--- src/rtl/frt_pkg.sv ---
package frt_pkg;
    typedef enum logic [1:0] {
        WD_IDLE   = 2'd0,
        WD_ARMED  = 2'd1,
        WD_FIRING = 2'd2
    } wd_state_e;
endpackage

--- src/rtl/frt_counter.sv ---
module frt_counter #(
    parameter int unsigned CW       = 32,
    parameter int unsigned AW       = 3,
    parameter int unsigned CNT_WORD = 4
) (
    input  logic          clk_i,
    input  logic          rst_ni,
    input  logic          tick_i,
    input  logic          wr_i,
    input  logic [AW-1:0] addr_i,
    input  logic [CW-1:0] wdata_i,
    output logic [CW-1:0] cnt_o
);
    logic          load;
    logic [CW-1:0] cnt_q;

    assign load = wr_i && (addr_i == AW'(CNT_WORD));

    // No reset on purpose: the count survives every reset.
    always_ff @(posedge clk_i) begin
        if (load)        cnt_q <= wdata_i;
        else if (tick_i) cnt_q <= cnt_q + 1'b1;
    end

    assign cnt_o = cnt_q;


    cnt_step_chk: assert property (@(posedge clk_i) disable iff (!rst_ni)
        (!$isunknown($past(cnt_q)) && $past(tick_i) && !$past(load))
            |-> (cnt_q == $past(cnt_q) + 1'b1));


    cnt_hold_chk: assert property (@(posedge clk_i) disable iff (!rst_ni)
        (!tick_i && !load) |=> $stable(cnt_q));
endmodule

--- src/rtl/frt_compare.sv ---
module frt_compare #(
    parameter int unsigned NCH      = 4,
    parameter int unsigned CW       = 32,
    parameter int unsigned AW       = 3,
    parameter int unsigned STS_WORD = 5,
    parameter int unsigned IEN_WORD = 6
) (
    input  logic                    clk_i,
    input  logic                    rst_ni,
    input  logic                    tick_i,
    input  logic                    wr_i,
    input  logic [AW-1:0]           addr_i,
    input  logic [CW-1:0]           wdata_i,
    input  logic [CW-1:0]           cnt_i,
    output logic [NCH-1:0][CW-1:0]  cmp_o,
    output logic [NCH-1:0]          sts_o,
    output logic [NCH-1:0]          ien_o,
    output logic [NCH-1:0]          hit_o
);
    logic [NCH-1:0] ien_q;
    logic           sts_wr;
    logic           ien_wr;

    assign sts_wr = wr_i && (addr_i == AW'(STS_WORD));
    assign ien_wr = wr_i && (addr_i == AW'(IEN_WORD));

    always_ff @(posedge clk_i) begin
        if (ien_wr) ien_q <= wdata_i[NCH-1:0];
    end
    assign ien_o = ien_q;

    for (genvar g = 0; g < NCH; g++) begin : g_ch
        logic [CW-1:0] cmp_q;
        logic          sts_q;
        logic          sts_d;
        logic          clr;

        always_ff @(posedge clk_i) begin
            if (wr_i && (addr_i == AW'(g))) cmp_q <= wdata_i;
        end

        assign hit_o[g] = tick_i && (cnt_i == cmp_q);
        assign clr      = sts_wr && wdata_i[g];

        always_comb begin
            sts_d = sts_q;
            if (clr)                  sts_d = 1'b0;
            if (hit_o[g] && ien_q[g]) sts_d = 1'b1;
        end

        always_ff @(posedge clk_i) begin
            sts_q <= sts_d;
        end

        assign cmp_o[g] = cmp_q;
        assign sts_o[g] = sts_q;


        sts_set_chk: assert property (@(posedge clk_i) disable iff (!rst_ni)
            (tick_i && (cnt_i == cmp_q) && ien_q[g]) |=> sts_q);


        sts_clr_chk: assert property (@(posedge clk_i) disable iff (!rst_ni)
            (sts_wr && wdata_i[g] && !(hit_o[g] && ien_q[g])) |=> !sts_q);


        sts_no_tick_chk: assert property (@(posedge clk_i) disable iff (!rst_ni)
            (!tick_i && !sts_q) |=> !sts_q);
    end
endmodule

--- src/rtl/frt_wdog.sv ---
module frt_wdog
    import frt_pkg::*;
#(
    parameter int unsigned PULSE_CYCLES = 4,
    parameter int unsigned AW           = 3,
    parameter int unsigned CW           = 32,
    parameter int unsigned WDE_WORD     = 7
) (
    input  logic          clk_i,
    input  logic          rst_ni,
    input  logic          wr_i,
    input  logic [AW-1:0] addr_i,
    input  logic [CW-1:0] wdata_i,
    input  logic          hit_i,
    output logic          en_o,
    output logic          rst_o
);
    localparam int unsigned PW = $clog2(PULSE_CYCLES + 1);

    wd_state_e     state_q;
    wd_state_e     state_d;
    logic [PW-1:0] pulse_q;
    logic          rst_q;
    logic          arm;

    assign arm = wr_i && (addr_i == AW'(WDE_WORD)) && wdata_i[0];

    always_ff @(posedge clk_i or negedge rst_ni) begin
        if (!rst_ni) state_q <= WD_IDLE;
        else         state_q <= state_d;
    end

    always_comb begin
        state_d = state_q;
        unique case (state_q)
            WD_IDLE:   if (arm) state_d = WD_ARMED;
            WD_ARMED:  if (hit_i) state_d = WD_FIRING;
            WD_FIRING: if (pulse_q == PW'(PULSE_CYCLES - 1)) state_d = WD_ARMED;
            default:   state_d = WD_IDLE;
        endcase
    end

    always_ff @(posedge clk_i or negedge rst_ni) begin
        if (!rst_ni) begin
            pulse_q <= '0;
            rst_q   <= 1'b0;
        end else begin
            pulse_q <= (state_q == WD_FIRING) ? pulse_q + 1'b1 : '0;
            rst_q   <= (state_d == WD_FIRING);
        end
    end

    assign en_o  = (state_q != WD_IDLE);
    assign rst_o = rst_q;


    initial pulse_len_param_chk: assert (PULSE_CYCLES >= 4);


    wd_trip_chk: assert property (@(posedge clk_i) disable iff (!rst_ni)
        (en_o && !rst_o && hit_i) |=> rst_o);


    wd_quiet_chk: assert property (@(posedge clk_i) disable iff (!rst_ni)
        !en_o |=> !rst_o);


    wd_pulse_hold_chk: assert property (@(posedge clk_i) disable iff (!rst_ni)
        (rst_o && (pulse_q < PW'(PULSE_CYCLES - 1))) |=> rst_o);


    wd_arm_hold_chk: assert property (@(posedge clk_i) disable iff (!rst_ni)
        en_o |=> en_o);
endmodule

--- src/rtl/frt_wdt_timer.sv ---
module frt_wdt_timer #(
    parameter int unsigned NCH          = 4,
    parameter int unsigned CW           = 32,
    parameter int unsigned PULSE_CYCLES = 4
) (
    input  logic                      clk_i,
    input  logic                      rst_ni,
    input  logic                      tick_i,
    input  logic                      bus_wr_i,
    input  logic [$clog2(NCH+4)-1:0]  bus_addr_i,
    input  logic [CW-1:0]             bus_wdata_i,
    output logic [CW-1:0]             bus_rdata_o,
    output logic [NCH-1:0]            irq_o,
    output logic                      wdt_rst_o
);
    localparam int unsigned AW       = $clog2(NCH + 4);
    localparam int unsigned CNT_WORD = NCH;
    localparam int unsigned STS_WORD = NCH + 1;
    localparam int unsigned IEN_WORD = NCH + 2;
    localparam int unsigned WDE_WORD = NCH + 3;
    localparam int unsigned WD_CH    = NCH - 1;

    logic [CW-1:0]           cnt;
    logic [NCH-1:0][CW-1:0]  cmp;
    logic [NCH-1:0]          sts;
    logic [NCH-1:0]          ien;
    logic [NCH-1:0]          hit;
    logic                    wd_en;

    frt_counter #(.CW(CW), .AW(AW), .CNT_WORD(CNT_WORD)) u_cnt (
        .clk_i   (clk_i),
        .rst_ni  (rst_ni),
        .tick_i  (tick_i),
        .wr_i    (bus_wr_i),
        .addr_i  (bus_addr_i),
        .wdata_i (bus_wdata_i),
        .cnt_o   (cnt)
    );

    frt_compare #(.NCH(NCH), .CW(CW), .AW(AW),
                  .STS_WORD(STS_WORD), .IEN_WORD(IEN_WORD)) u_cmp (
        .clk_i   (clk_i),
        .rst_ni  (rst_ni),
        .tick_i  (tick_i),
        .wr_i    (bus_wr_i),
        .addr_i  (bus_addr_i),
        .wdata_i (bus_wdata_i),
        .cnt_i   (cnt),
        .cmp_o   (cmp),
        .sts_o   (sts),
        .ien_o   (ien),
        .hit_o   (hit)
    );

    frt_wdog #(.PULSE_CYCLES(PULSE_CYCLES), .AW(AW), .CW(CW),
               .WDE_WORD(WDE_WORD)) u_wd (
        .clk_i   (clk_i),
        .rst_ni  (rst_ni),
        .wr_i    (bus_wr_i),
        .addr_i  (bus_addr_i),
        .wdata_i (bus_wdata_i),
        .hit_i   (hit[WD_CH]),
        .en_o    (wd_en),
        .rst_o   (wdt_rst_o)
    );

    always_comb begin
        bus_rdata_o = '0;
        for (int i = 0; i < NCH; i++) begin
            if (bus_addr_i == AW'(i)) bus_rdata_o = cmp[i];
        end
        if (bus_addr_i == AW'(CNT_WORD)) bus_rdata_o = cnt;
        if (bus_addr_i == AW'(STS_WORD)) bus_rdata_o = {{(CW-NCH){1'b0}}, sts};
        if (bus_addr_i == AW'(IEN_WORD)) bus_rdata_o = {{(CW-NCH){1'b0}}, ien};
        if (bus_addr_i == AW'(WDE_WORD)) bus_rdata_o = {{(CW-1){1'b0}}, wd_en};
    end

    assign irq_o = sts;


    irq_mirror_chk: assert property (@(posedge clk_i) disable iff (!rst_ni)
        (hit[0] && ien[0]) |=> irq_o[0]);
endmodule

--- config.mk ---
export PLATFORM = sky130hd
export DESIGN_NAME = frt_wdt_timer
export DESIGN_NICKNAME = d
export VERILOG_FILES = /design/src/rtl/frt_pkg.sv /design/src/rtl/frt_counter.sv /design/src/rtl/frt_compare.sv /design/src/rtl/frt_wdog.sv /design/src/rtl/frt_wdt_timer.sv
export SDC_FILE = /design/constraint.sdc
export NUM_CORES = 1
export LEC_CHECK = 0
export BUFFER_PORTS_ARGS = -buffer_cell sky130_fd_sc_hd__buf_2
export CORE_UTILIZATION = 50
export CTS_CLUSTER_SIZE = 14
export DETAILED_ROUTE_END_ITERATION = 8
export PLACE_DENSITY = 0.79
export RECOVER_POWER = 50
export REMOVE_ABC_BUFFERS = 1
export SLEW_MARGIN = 15
export SYNTH_ARGS = -nofsm -noshare
export SYNTH_HDL_FRONTEND = slang
export SYNTH_SLANG_ARGS = --single-unit
--- constraint.sdc ---
create_clock -name clk_i -period 2.2 [get_ports clk_i]
set_input_delay 0.44 -clock clk_i [delete_from_list [all_inputs] [get_ports clk_i]]
set_output_delay 0.44 -clock clk_i [all_outputs]
set_load 0.05 [all_outputs]
# == After elaboration in Yosys (flattened, before gate mapping) ==
# Cells that the tools add are included.
# classes
n_addsub,2
muxes,15
n_reduce_logical,25
n_eq_ne,15
# op_table
cell,n
two-way mux 32 bit,10
equality test 32 bit,4
"adder 32 x 1 -> 32 bit, second input constant",1
logical AND 1 bit,21
"equality test 3 bit, second input constant",4
"equality test 3 x 2 -> 1 bit, second input constant",3
two-way mux 2 bit,3
case mux 2 bit (3 select lines),1
"equality test 2 bit, second input constant",2
nonzero test 2 bit,2
"adder 3 x 1 -> 3 bit, second input constant",1
"equality test 3 x 1 -> 1 bit, second input constant",1
zero test 3 bit,1
two-way mux 3 bit,1
"equality test 2 x 1 -> 1 bit, second input constant",1
zero test 2 bit,1
# word_totals
register_bits,174
inputBits,39

# == Depth between registers and ports, before layout ==
# Gate-level depths: netlist (run 1).
# depth
depth_word,9
depth_mapped,7
mapped_depth_nobuf,6

# == By module ==
# A second synthesis (run 1) with hierarchy kept.
# unflattened
cells_unflattened,736
hier_area_um2,9411.5
# by_module_without_submodules
mod,cells_per_inst,area_each_um2,seq_area_each_um2,n_inst
frt_compare,353,5647.9,4043.9,1
frt_counter,202,2078.2,960.9,1
frt_wdt_timer,158,1428.9,0.0,1
frt_wdog,23,256.5,150.1,1

# == Least setup slack after synthesis (run 1) ==
# OpenSTA, ideal clock, no wires.
# synth_timing
path_kind,input to register
from,in bus_addr_i[0]
to,reg u_cmp.g_ch[1].cmp_q[0] (enable)
slack_ns,-1.673
n_path_buf,2
stages,3
arrival_time_ns,3.405
cell_sequence,buf_2 > buf_1 > nor3b_1
# synth_between
elab_chain_len,2
# synth_rtl
item,line_no,text
start: declaration,frt_wdt_timer.sv:10,"input logic [$clog2(NCH+4)-1:0] bus_addr_i,"
equality test 3 x 1 -> 1 bit,frt_compare.sv:39,if (wr_i && (addr_i == AW'(g))) cmp_q <= wdata_i;
logical AND 1 bit,frt_compare.sv:39,
end signal: assignment,frt_compare.sv:39,
end: declaration,frt_compare.sv:33,logic [CW-1:0] cmp_q;
# No other way between the ends.
# A chain may end at the register's enable or synchronous reset.

# == Final worst setup path (run 1) ==
# layout_timing
from,reg u_cmp.g_ch[3].cmp_q[21]
to,reg u_wd.state_q[0]
# layout_between
elab_chain_len,4
# layout_rtl
item,line_no,text
start: declaration,frt_compare.sv:33,
start signal: assignment,frt_compare.sv:39,
equality test 32 bit,frt_compare.sv:42,assign hit_o[g] = tick_i && (cnt_i == cmp_q);
logical AND 1 bit,frt_compare.sv:42,
two-way mux 2 bit,frt_wdog.sv:37,WD_ARMED: if (hit_i) state_d = WD_FIRING;
case mux 2 bit (3 select lines),frt_wdog.sv:35,unique case (state_q)
named net u_wd.state_d[0],frt_wdog.sv:21,wd_state_e state_d;
end signal: assignment,frt_wdog.sv:30,else state_q <= state_d;
end: declaration,frt_wdog.sv:20,wd_state_e state_q;
# The timed path passes the listed nets, and every way through them passes these cells.

==> metrics.md, run 1 <==
| Metric | Value |
|---|---|
| Number of buffer and inverter instances along the worst setup path | 0 |
| Clock-pin slew on the worst setup and hold paths | roughly 0.070 ns |
| Crit. End Element | flip-flop |
| Reg2Reg Depth | 5 |
| NetSw | between 0.002 and 0.0025 W |
| Routed wire per std cell | about 24 um |
| Layout Nets | approximately 900 |
| Final number of hold-violating endpoints | 0 |
| Ordered cell list for the critical path | xnor2_1 -> o2111a_1 -> o2111ai_1 -> or4_4 -> o21a_1 |
| Finished Core Util | between 60% and 70% |
| Total number of H-tree levels | 4 |
| Worst Min Path Start | bus_wdata_i[30] |
| Data arrival time of the critical path | 2.54 ns |
| Final setup margin | -0.0202 ns |
| Number of maximum-capacitance constraint violations | 0 |
| Violated checks | DRC, setup timing |
| Critical path's top delay family | compound AO/OA/AOI/OAI gates |
| Simple-gate area share of the yosys netlist | 11.3% |
| Number of synthesized flops with an enable pin | ~160 |
| Share of the synthesized area in the top cell type | between 50% and 60% |
| Via count normalized by instance count | between 6 and 7 |
| Clock insertion delay at the later pin of the skew report | 0.44 ns |
| Core Footprint | ~18,000 sq um |
| Routability cong. | 0.983 |
| Share of cell area taken by muxes after synthesis | 8.22% |
| Unrepaired setup endpoints after global routing | yes |
| Setup slack of the most critical reg-to-reg path | -0.02 ns |
| Worst-Margin Slew | around 1.2 ns |
| Antenna violations before repair | 0 |
| Die outline width | 138 um |
| FMAX | 450 MHz |
| Cell leakage power | roughly 4 nW |
| Max Transition Viols Final | 0 |
| Non-Filler Cell Area, Final | 11,100 sq um |
| Part of the total power dissipated in combinational logic | between 15 and 20% |
| TritonCTS clock tree | done |
| Cell taking the most area after synthesis | sky130_fd_sc_hd__edfxtp_1 |
| Tightest Hold Check Type | input port to flip-flop |
| DPL Wire Length | approximately 19,000 um |
| Number of synthesized register bits | between 150 and 200 |
| Count of warnings emitted by yosys | 0 |
| Initial detailed-routing violation count | about 810 |
| Filler instances | 1,392 |
| Instance count on the critical path | 5 |
| WP data required | around 2.5 ns |
| Fraction of the mapped netlist area in compound gates | roughly 4.8% |
| Critical Path Fanout Max | 4 |
| Post-synthesis adder-cell area fraction | less than 1% |
| Final global-route overflow total | 0 |
| Worst hold margin | 0.295 ns |
| Peak per-stage delay on the critical path | between 0.6 and 0.7 ns |
| Area Overhead vs Synth | 20.0% |
| Iteration count of the initial detailed-routing pass | 7 |
| Post-place instance area | 10,300 sq um |
| Wire length of the first global-routing pass | between 30,000 and 40,000 um |
| Clk root buf | sky130_fd_sc_hd__clkbuf_16 |
| Syn Area/Cell | roughly 13 sq um |
| Synth async-reset ratio | between 3 and 4% |
| Ranking of synthesized cells by area | sky130_fd_sc_hd__edfxtp_1, sky130_fd_sc_hd__xor2_1, sky130_fd_sc_hd__mux4_2, sky130_fd_sc_hd__xnor2_1, sky130_fd_sc_hd__nand2_1 |
| Count of boundary I/O pins | 76 |
| Kind of critical path | flip-flop to flip-flop |
| Area enclosed by the die boundary | roughly 19,000 sq um |
| Antenna Nets Post-Route | 0 |
| Number of global-route vias before repair | about 6.6k |
| Synthesized instance count | around 740 |
| Internal power | 0.00615 W |
| Clock net sink count | 174 |
| Relative contribution of the clock network to total power | 36.5% |
| Setup violators final | 3 |
| Standard cell with the maximum stage delay on the critical path | sky130_fd_sc_hd__or4_4 |
| Crit share post-route | 101% |
| Summed instance area of the synthesized netlist | 9270 sq um |
| Shortest period the worst path allows | around 2.2 ns |
| Largest family of logic cells by synthesized area | XOR/XNOR gates |
| Reg-to-reg startpoint | u_cmp.g_ch[3].cmp_q[21] |
| XOR/XNOR Fraction of Synth Area | between 10 and 15% |
| Relative max-transition margin | 20.5% |
| Post-placement worst setup slack | -0.0292 ns |
| FP Rows | between 40 and 50 |
| Maximum number of pins on one net before global-route repair | 56 |
| Number of different library cells in the post-synthesis netlist | 50 |
| Summed negative setup slack over all endpoints | -0.0219 ns |
| Total number of vias | between 6k and 7k |
| Post-synthesis sequential area ratio | between 50% and 60% |
| DRC viols | 14 |
| Number of instances on the worst hold path | 1 |
| Total Wirelength | about 27,000 um |
| Cts bufs inserted | 17 |
| Peak ir drop on the vdd network | approximately 0.6 mV |
| Critical Path Start Type | flip-flop |
| Run status | finished with violations |
| Switching Share | between 20% and 30% |
| Chip height | roughly 140 um |
| Fraction of final layout cells with drive strength greater than 1 | 25.2% |
| Register share of total power | a little under half |
| Commonest non-fill, non-tap cell in the layout | sky130_fd_sc_hd__edfxtp_1 |
| FF-to-FF End | u_wd.state_q[0] |
| Total GRT Usage | between 20% and 30% |
| Register area | 5150 sq um |
| Diodes inserted | 0 |
| P per Cell Area | around 760 nW/um^2 |
| Commonest register cell after synthesis | sky130_fd_sc_hd__edfxtp_1 |
| Clock buffer depth | 2 |
| Initial cell density of the core | between 50% and 60% |
| Post-Route Skew | 0.0136 ns |
| Port Buffer Count | between 70 and 80 |
| Highest-count cells in the layout ignoring fill and taps | sky130_fd_sc_hd__edfxtp_1, sky130_fd_sc_hd__xor2_1, sky130_fd_sc_hd__buf_4, sky130_fd_sc_hd__nand2_1, sky130_fd_sc_hd__xnor2_1 |
| Area occupied by multi-input gates | roughly 3700 sq um |
| Hold Path Sink | u_cmp.g_ch[1].cmp_q[30] |
==> registers in the layout (all words and copies together), names as in the netlist <==
| register | count |
|---|---|
| u_cmp.g_ch.cmp_q | 128 |
| u_wd.rst_o | 1 |
| u_cmp.g_ch.sts_q | 4 |
| u_cnt.cnt_o | 32 |
| u_wd.pulse_q | 3 |
| u_wd.state_q | 2 |
| u_cmp.ien_o | 4 |
==> synth_stat cells (12+ instances only) <==
cell                         n
sky130_fd_sc_hd__nor2_1     20
sky130_fd_sc_hd__xor2_1    110
sky130_fd_sc_hd__inv_1      36
sky130_fd_sc_hd__edfxtp_1  164
sky130_fd_sc_hd__o21ai_1    12
sky130_fd_sc_hd__nand4_1    23
sky130_fd_sc_hd__clkbuf_1   19
sky130_fd_sc_hd__nor4_1     25
sky130_fd_sc_hd__mux4_2     32
sky130_fd_sc_hd__buf_2      24
sky130_fd_sc_hd__xnor2_1    45
sky130_fd_sc_hd__nand2_1    75
sky130_fd_sc_hd__o21ai_0    44
==> per-stage QoR <==
stage                     total power, W  cells
final                            0.00850   1102
after global routing             0.00872   1102
after CTS                        0.00848   1099
after detailed placement         0.00535   1054
after global placement           0.00532   1054
after floorplan                  0.00475    676
==> routing by layer <==
layer  GRT usage (%)  routed length [um]  share of wire, %
met5               0                   0                 0
met4            14.1                1180               4.4
met3            6.62                2660                10
met2            45.1               12500                47
met1            37.8               10200                39
==> power groups by stage <==
stage / logic, W / registers (W) / clock network (W)
after detailed placement: 0.00135 / 0.00400 / 0
after floorplan: 0.000694 / 0.00405 / 0
after CTS: 0.00144 / 0.00392 / 0.00312
after global placement: 0.00133 / 0.00399 / 0
after global routing: 0.00156 / 0.00394 / 0.00323
final: 0.00148 / 0.00392 / 0.00310
==> what timing repair did <==
action | CTS | global route
hold endpoints to repair | 6 | 0
gates cloned | 3 | 0
buffers inserted | 9 | 3
pin swaps | 2 | 4
hold buffers | 1 | 0
setup endpoints to repair | 20 | 37
gates resized for setup | 25 | 39
==> how the worst max path moves through the flow <==
| stage | slack [ns] | start | end |
|---|---|---|---|
| after detailed placement | -0.03 | bus_addr_i[1] | bus_rdata_o[27] |
| after global routing | -0.03 | u_cmp.g_ch[3].cmp_q[21] | u_wd.state_q[1] |
| final | -0.02 | u_cmp.g_ch[3].cmp_q[21] | u_wd.state_q[0] |
| after CTS | 0.0006 | bus_addr_i[1] | bus_rdata_o[20] |
| after global placement | -0.02 | bus_addr_i[1] | bus_rdata_o[27] |
| after floorplan | -1.56 | bus_addr_i[2] | u_cnt.cnt_o[10] |
==> cell families after synthesis <==
logic type	Yosys count
AND/OR/NAND/NOR	192
flip-flops	174
XOR/XNOR	155
buffers and inverters	97
AO/OA/AOI/OAI	79
multiplexers	36
adder cells (fa/ha/maj)	3
==> worst reg2reg max path, stage by stage (launching register included) <==
cell                        delay (ns)
sky130_fd_sc_hd__edfxtp_1         0.43
sky130_fd_sc_hd__xnor2_1          0.45
sky130_fd_sc_hd__o2111a_1         0.30
sky130_fd_sc_hd__o2111ai_1        0.12
sky130_fd_sc_hd__or4_4            0.61
sky130_fd_sc_hd__o21a_1           0.19
==> area by class of cell <==
type / count / area share, %
Sequential cell: 174 / 46.3
Clock buffer: 17 / 3.82
Timing Repair Buffer: 165 / 11.0
Multi-Input combinational cell: 465 / 33.5
Tap cell: 229 / 2.57
Inverter: 37 / 1.25
Clock inverter: 15 / 1.52
Power figures use the tool's default switching activity.
==> run 2: changes to the inputs <==
ABC_AREA = 1   (was unset)
PLACE_DENSITY = 0.78   (was 0.79)
==> run 2 against run 1 <==
Against the previous run: die area rose by 6.1%; the run now ends clean; total power barely moved; cell area increased by 4.0%; non-clock buffer count down 35; highest routed layer unchanged; clock-buffer cell count is 1 higher; critical path type is now input port to output port.
==> metrics.md, run 2 <==
| Metric | Value |
|---|---|
| Setup violators final | 0 |
| Wire length the detailed router placed on met1 | approximately 12,000 um |
| Post-Route Skew | 0.0135 ns |
| Peak ir drop on the vdd network | around 0.57 mV |
| Crit share post-route | ~100% |
| Total GRT Usage | about 33% |
| Cell leakage power | roughly 4.8 nW |
| Clock buffer depth | 2 |
| Dominant cell by count in the synthesized netlist | sky130_fd_sc_hd__nand2_1 |
| Kind of critical path | input port to output port |
| Unrepaired setup endpoints after global routing | yes |
| Critical Path Fanout Max | 6 |
| Highest-count cells in the layout ignoring fill and taps | sky130_fd_sc_hd__nand2_1, sky130_fd_sc_hd__edfxtp_1, sky130_fd_sc_hd__inv_1, sky130_fd_sc_hd__nor2_1, sky130_fd_sc_hd__buf_4 |
| Area Overhead vs Synth | 17.6% |
| Core Footprint | 19,000 sq um |
| Sum of met3 wire segment lengths after detailed routing | around 3800 um |
| Clock net sink count | 174 |
| Critical Path Start Type | input port |
| FP Rows | 50 |
| Switching Share | just under 30% |
| Synth async-reset ratio | 3.45% |
| TritonCTS clock tree | done |
| Initial detailed-routing violation count | around 1.3k |
| Diodes inserted | 0 |
| Number of different library cells in the post-synthesis netlist | 39 |
| Total number of H-tree levels | 4 |
| Relative max-transition margin | between 20% and 30% |
| Number of synthesized register bits | 174 |
| Shortest period the worst path allows | between 2 and 2.5 ns |
| Worst-Margin Slew | roughly 1.1 ns |
| Number of maximum-capacitance constraint violations | 0 |
| Post-synthesis sequential area ratio | 52.4% |
| P per Cell Area | 735 nW/um^2 |
| Area occupied by multi-input gates | 3970 sq um |
| Summed instance area of the synthesized netlist | between 9000 and 10,000 sq um |
| Routed wire per std cell | between 20 and 25 um |
| Antenna violations before repair | 0 |
| Clock insertion delay at the later pin of the skew report | around 0.45 ns |
| Fraction of final layout cells with drive strength greater than 1 | approximately 14% |
| Crit. End Element | output port |
| XOR/XNOR Fraction of Synth Area | between 4 and 5% |
| Max Transition Viols Final | 0 |
| Post-synthesis adder-cell area fraction | 0.381% |
| Cts bufs inserted | 17 |
| Relative contribution of the clock network to total power | a little under two fifths |
| Iteration count of the initial detailed-routing pass | 5 |
| Count of boundary I/O pins | 76 |
| Port Buffer Count | 75 |
| Fraction of the mapped netlist area in compound gates | 9.61% |
| Wire length of the first global-routing pass | between 40,000 and 50,000 um |
| WP data required | ~1.8 ns |
| Summed negative setup slack over all endpoints | 0 ns |
| Total number of vias | slightly below 9k |
| Ranking of synthesized cells by area | sky130_fd_sc_hd__edfxtp_1, sky130_fd_sc_hd__nand2_1, sky130_fd_sc_hd__inv_1, sky130_fd_sc_hd__nor2_1, sky130_fd_sc_hd__xnor2_1 |
| Die outline width | between 100 and 150 um |
| Worst setup path startpoint | bus_addr_i[1] |
| Chip height | about 140 um |
| Area enclosed by the die boundary | about 20,000 sq um |
| Routability cong. | between 1 and 1.5 |
| Commonest register cell after synthesis | sky130_fd_sc_hd__edfxtp_1 |
| Layout Nets | 1,311 |
| Share of the synthesized area in the top cell type | 50.0% |
| Commonest non-fill, non-tap cell in the layout | sky130_fd_sc_hd__nand2_1 |
| Tightest Hold Check Type | input port to flip-flop |
| Syn Area/Cell | 8.44 sq um |
| Reg2Reg Depth | 6 |
| Initial cell density of the core | just over 50% |
| Final number of hold-violating endpoints | 0 |
| Data arrival time of the critical path | approximately 1.7 ns |
| Run status | completed |
| FF-to-FF End | u_cnt.cnt_o[12] |
| Filler instances | ~1.7k |
| Uppermost signal routing layer after detailed routing | met4 |
| Max reg flops | 128 |
| Clock-pin slew on the worst setup and hold paths | roughly 0.070 ns |
| NetSw | roughly 0.0025 W |
| Number of global-route vias before repair | about 8.3k |
| Part of the total power dissipated in combinational logic | about 17% |
| Clk root buf | sky130_fd_sc_hd__clkbuf_16 |
| Share of cell area taken by muxes after synthesis | 0% |
| Final global-route overflow total | 0 |
| DPL Wire Length | 23,700 um |
| Register share of total power | between 40% and 50% |
| FMAX | around 460 MHz |
| Top register by number of flip-flops | u_cmp.g_ch.cmp_q |
| DRC viols | 0 |
| Most numerous cell types in the synthesized netlist | sky130_fd_sc_hd__nand2_1, sky130_fd_sc_hd__edfxtp_1, sky130_fd_sc_hd__inv_1, sky130_fd_sc_hd__nor2_1, sky130_fd_sc_hd__o21ai_0 |
| Simple-gate area share of the yosys netlist | 25.6% |
| Internal power | 0.00603 W |
| Antenna Nets Post-Route | 0 |
| Via count normalized by instance count | ~5.8 |
| Count of warnings emitted by yosys | 0 |
| Maximum number of pins on one net before global-route repair | 33 |
| Largest family of logic cells by synthesized area | simple AND/OR/NAND/NOR gates |
| Met2 wire length | ~15,000 um |
| Finished Core Util | 60.9% |
| Reg-to-reg startpoint | u_cnt.cnt_o[8] |
| Synthesized instance count | around 1.2k |
| Setup slack of the most critical reg-to-reg path | 0.23 ns |
| Total Wirelength | roughly 32,000 um |
| Register area | between 5000 and 6000 sq um |
| Cell taking the most area after synthesis | sky130_fd_sc_hd__edfxtp_1 |
| Number of synthesized flops with an enable pin | 164 |
| Critical path capture point | bus_rdata_o[7] |
run 2: cell types whose count changed after synthesis, moves of 18 or more:
cell and change:
sky130_fd_sc_hd__nand2_1 +299, sky130_fd_sc_hd__nand3_1 +37, sky130_fd_sc_hd__a21oi_1 +26, sky130_fd_sc_hd__nor2_1 +85, sky130_fd_sc_hd__a211oi_1 +20, sky130_fd_sc_hd__o22ai_1 +18
sky130_fd_sc_hd__inv_1 +88, sky130_fd_sc_hd__nor4_1 -25, sky130_fd_sc_hd__mux4_2 -32, sky130_fd_sc_hd__xor2_1 -92
run 2: what timing repair did:
action,CTS,global route
resized for setup,18,38
gates cloned,0,1
setup endpoints to repair,17,30
endpoints found under the hold margin,6,0
hold buffers,1,0
setup buffers,0,4
run 2: cells by family (layout without fill, tap and decap cells):
group	count (synthesis)	in the layout
simple gates	593	593
buf+inv	186	301
flops	174	174
compound gates	164	164
xor+xnor	47	47
fa+ha+maj	3	3
run 2: through the flow:
stage / worst slack [ns] / area [sq um] / total power (W) / hold slack (ns) / instances
2_1_floorplan: -0.735 / 9590 / 0.00482 / 0.144 / 1120
3_3_place_gp: -0.0298 / 10800 / 0.00533 / 0.265 / 1504
5_1_grt: -0.0259 / 11600 / 0.00874 / 0.297 / 1542
3_5_place_dp: -0.0468 / 10800 / 0.00536 / 0.267 / 1504
6_report: 0.0235 / 11600 / 0.00851 / 0.293 / 1542
4_1_cts: 0.00616 / 11500 / 0.00845 / 0.220 / 1537
run 2: critical path: stages:
cell	delay (ns)
sky130_fd_sc_hd__buf_2	0.14
sky130_fd_sc_hd__nor2_4	0.13
sky130_fd_sc_hd__nand2_2	0.09
sky130_fd_sc_hd__inv_4	0.09
sky130_fd_sc_hd__buf_4	0.14
sky130_fd_sc_hd__clkbuf_16	0.15
sky130_fd_sc_hd__nand2_1	0.06
sky130_fd_sc_hd__nand2_1	0.08
sky130_fd_sc_hd__a211oi_1	0.04
sky130_fd_sc_hd__a21oi_1	0.16
sky130_fd_sc_hd__buf_4	0.23
run 2: final cells by class:
class,count,area share [%]
well taps,260,2.81
repair buffers,130,8.63
multi-input cells,807,34.3
flip-flops and latches,174,44.5
clock buffers,18,3.71
inverters,139,4.59
clock inverters,14,1.43
run 2: worst min path at each step:
stage | start | to | slack (ns) | cells after the start
after CTS | bus_wdata_i[17] | u_cmp.g_ch[1].cmp_q[17] | 0.22 | 1
after global routing | bus_wdata_i[17] | u_cmp.g_ch[1].cmp_q[17] | 0.30 | 1
after global placement | rst_ni | u_wd.pulse_q[1] | 0.27 | 1
after floorplan | rst_ni | u_wd.pulse_q[0] | 0.14 | 0
after detailed placement | rst_ni | u_wd.pulse_q[2] | 0.27 | 1
final | bus_wdata_i[17] | u_cmp.g_ch[1].cmp_q[17] | 0.29 | 1
run 2: power groups by stage:
stage,combinational [W],sequential (W),clock (W)
2_1_floorplan,0.000827,0.00399,0
3_3_place_gp,0.00131,0.00402,0
3_5_place_dp,0.00133,0.00403,0
4_1_cts,0.00136,0.00396,0.00313
5_1_grt,0.00152,0.00397,0.00325
6_report,0.00142,0.00396,0.00313
run 2: routing by layer:
| metal | global-route usage, % | vias to the layer above |
|---|---|---|
| met5 | 0 | - |
| met3 | 7.77 | 101 |
| met1 | 43.4 | 4144 |
| met2 | 51.0 | 627 |
| li1 | - | 4080 |
| met4 | 14.8 | 0 |
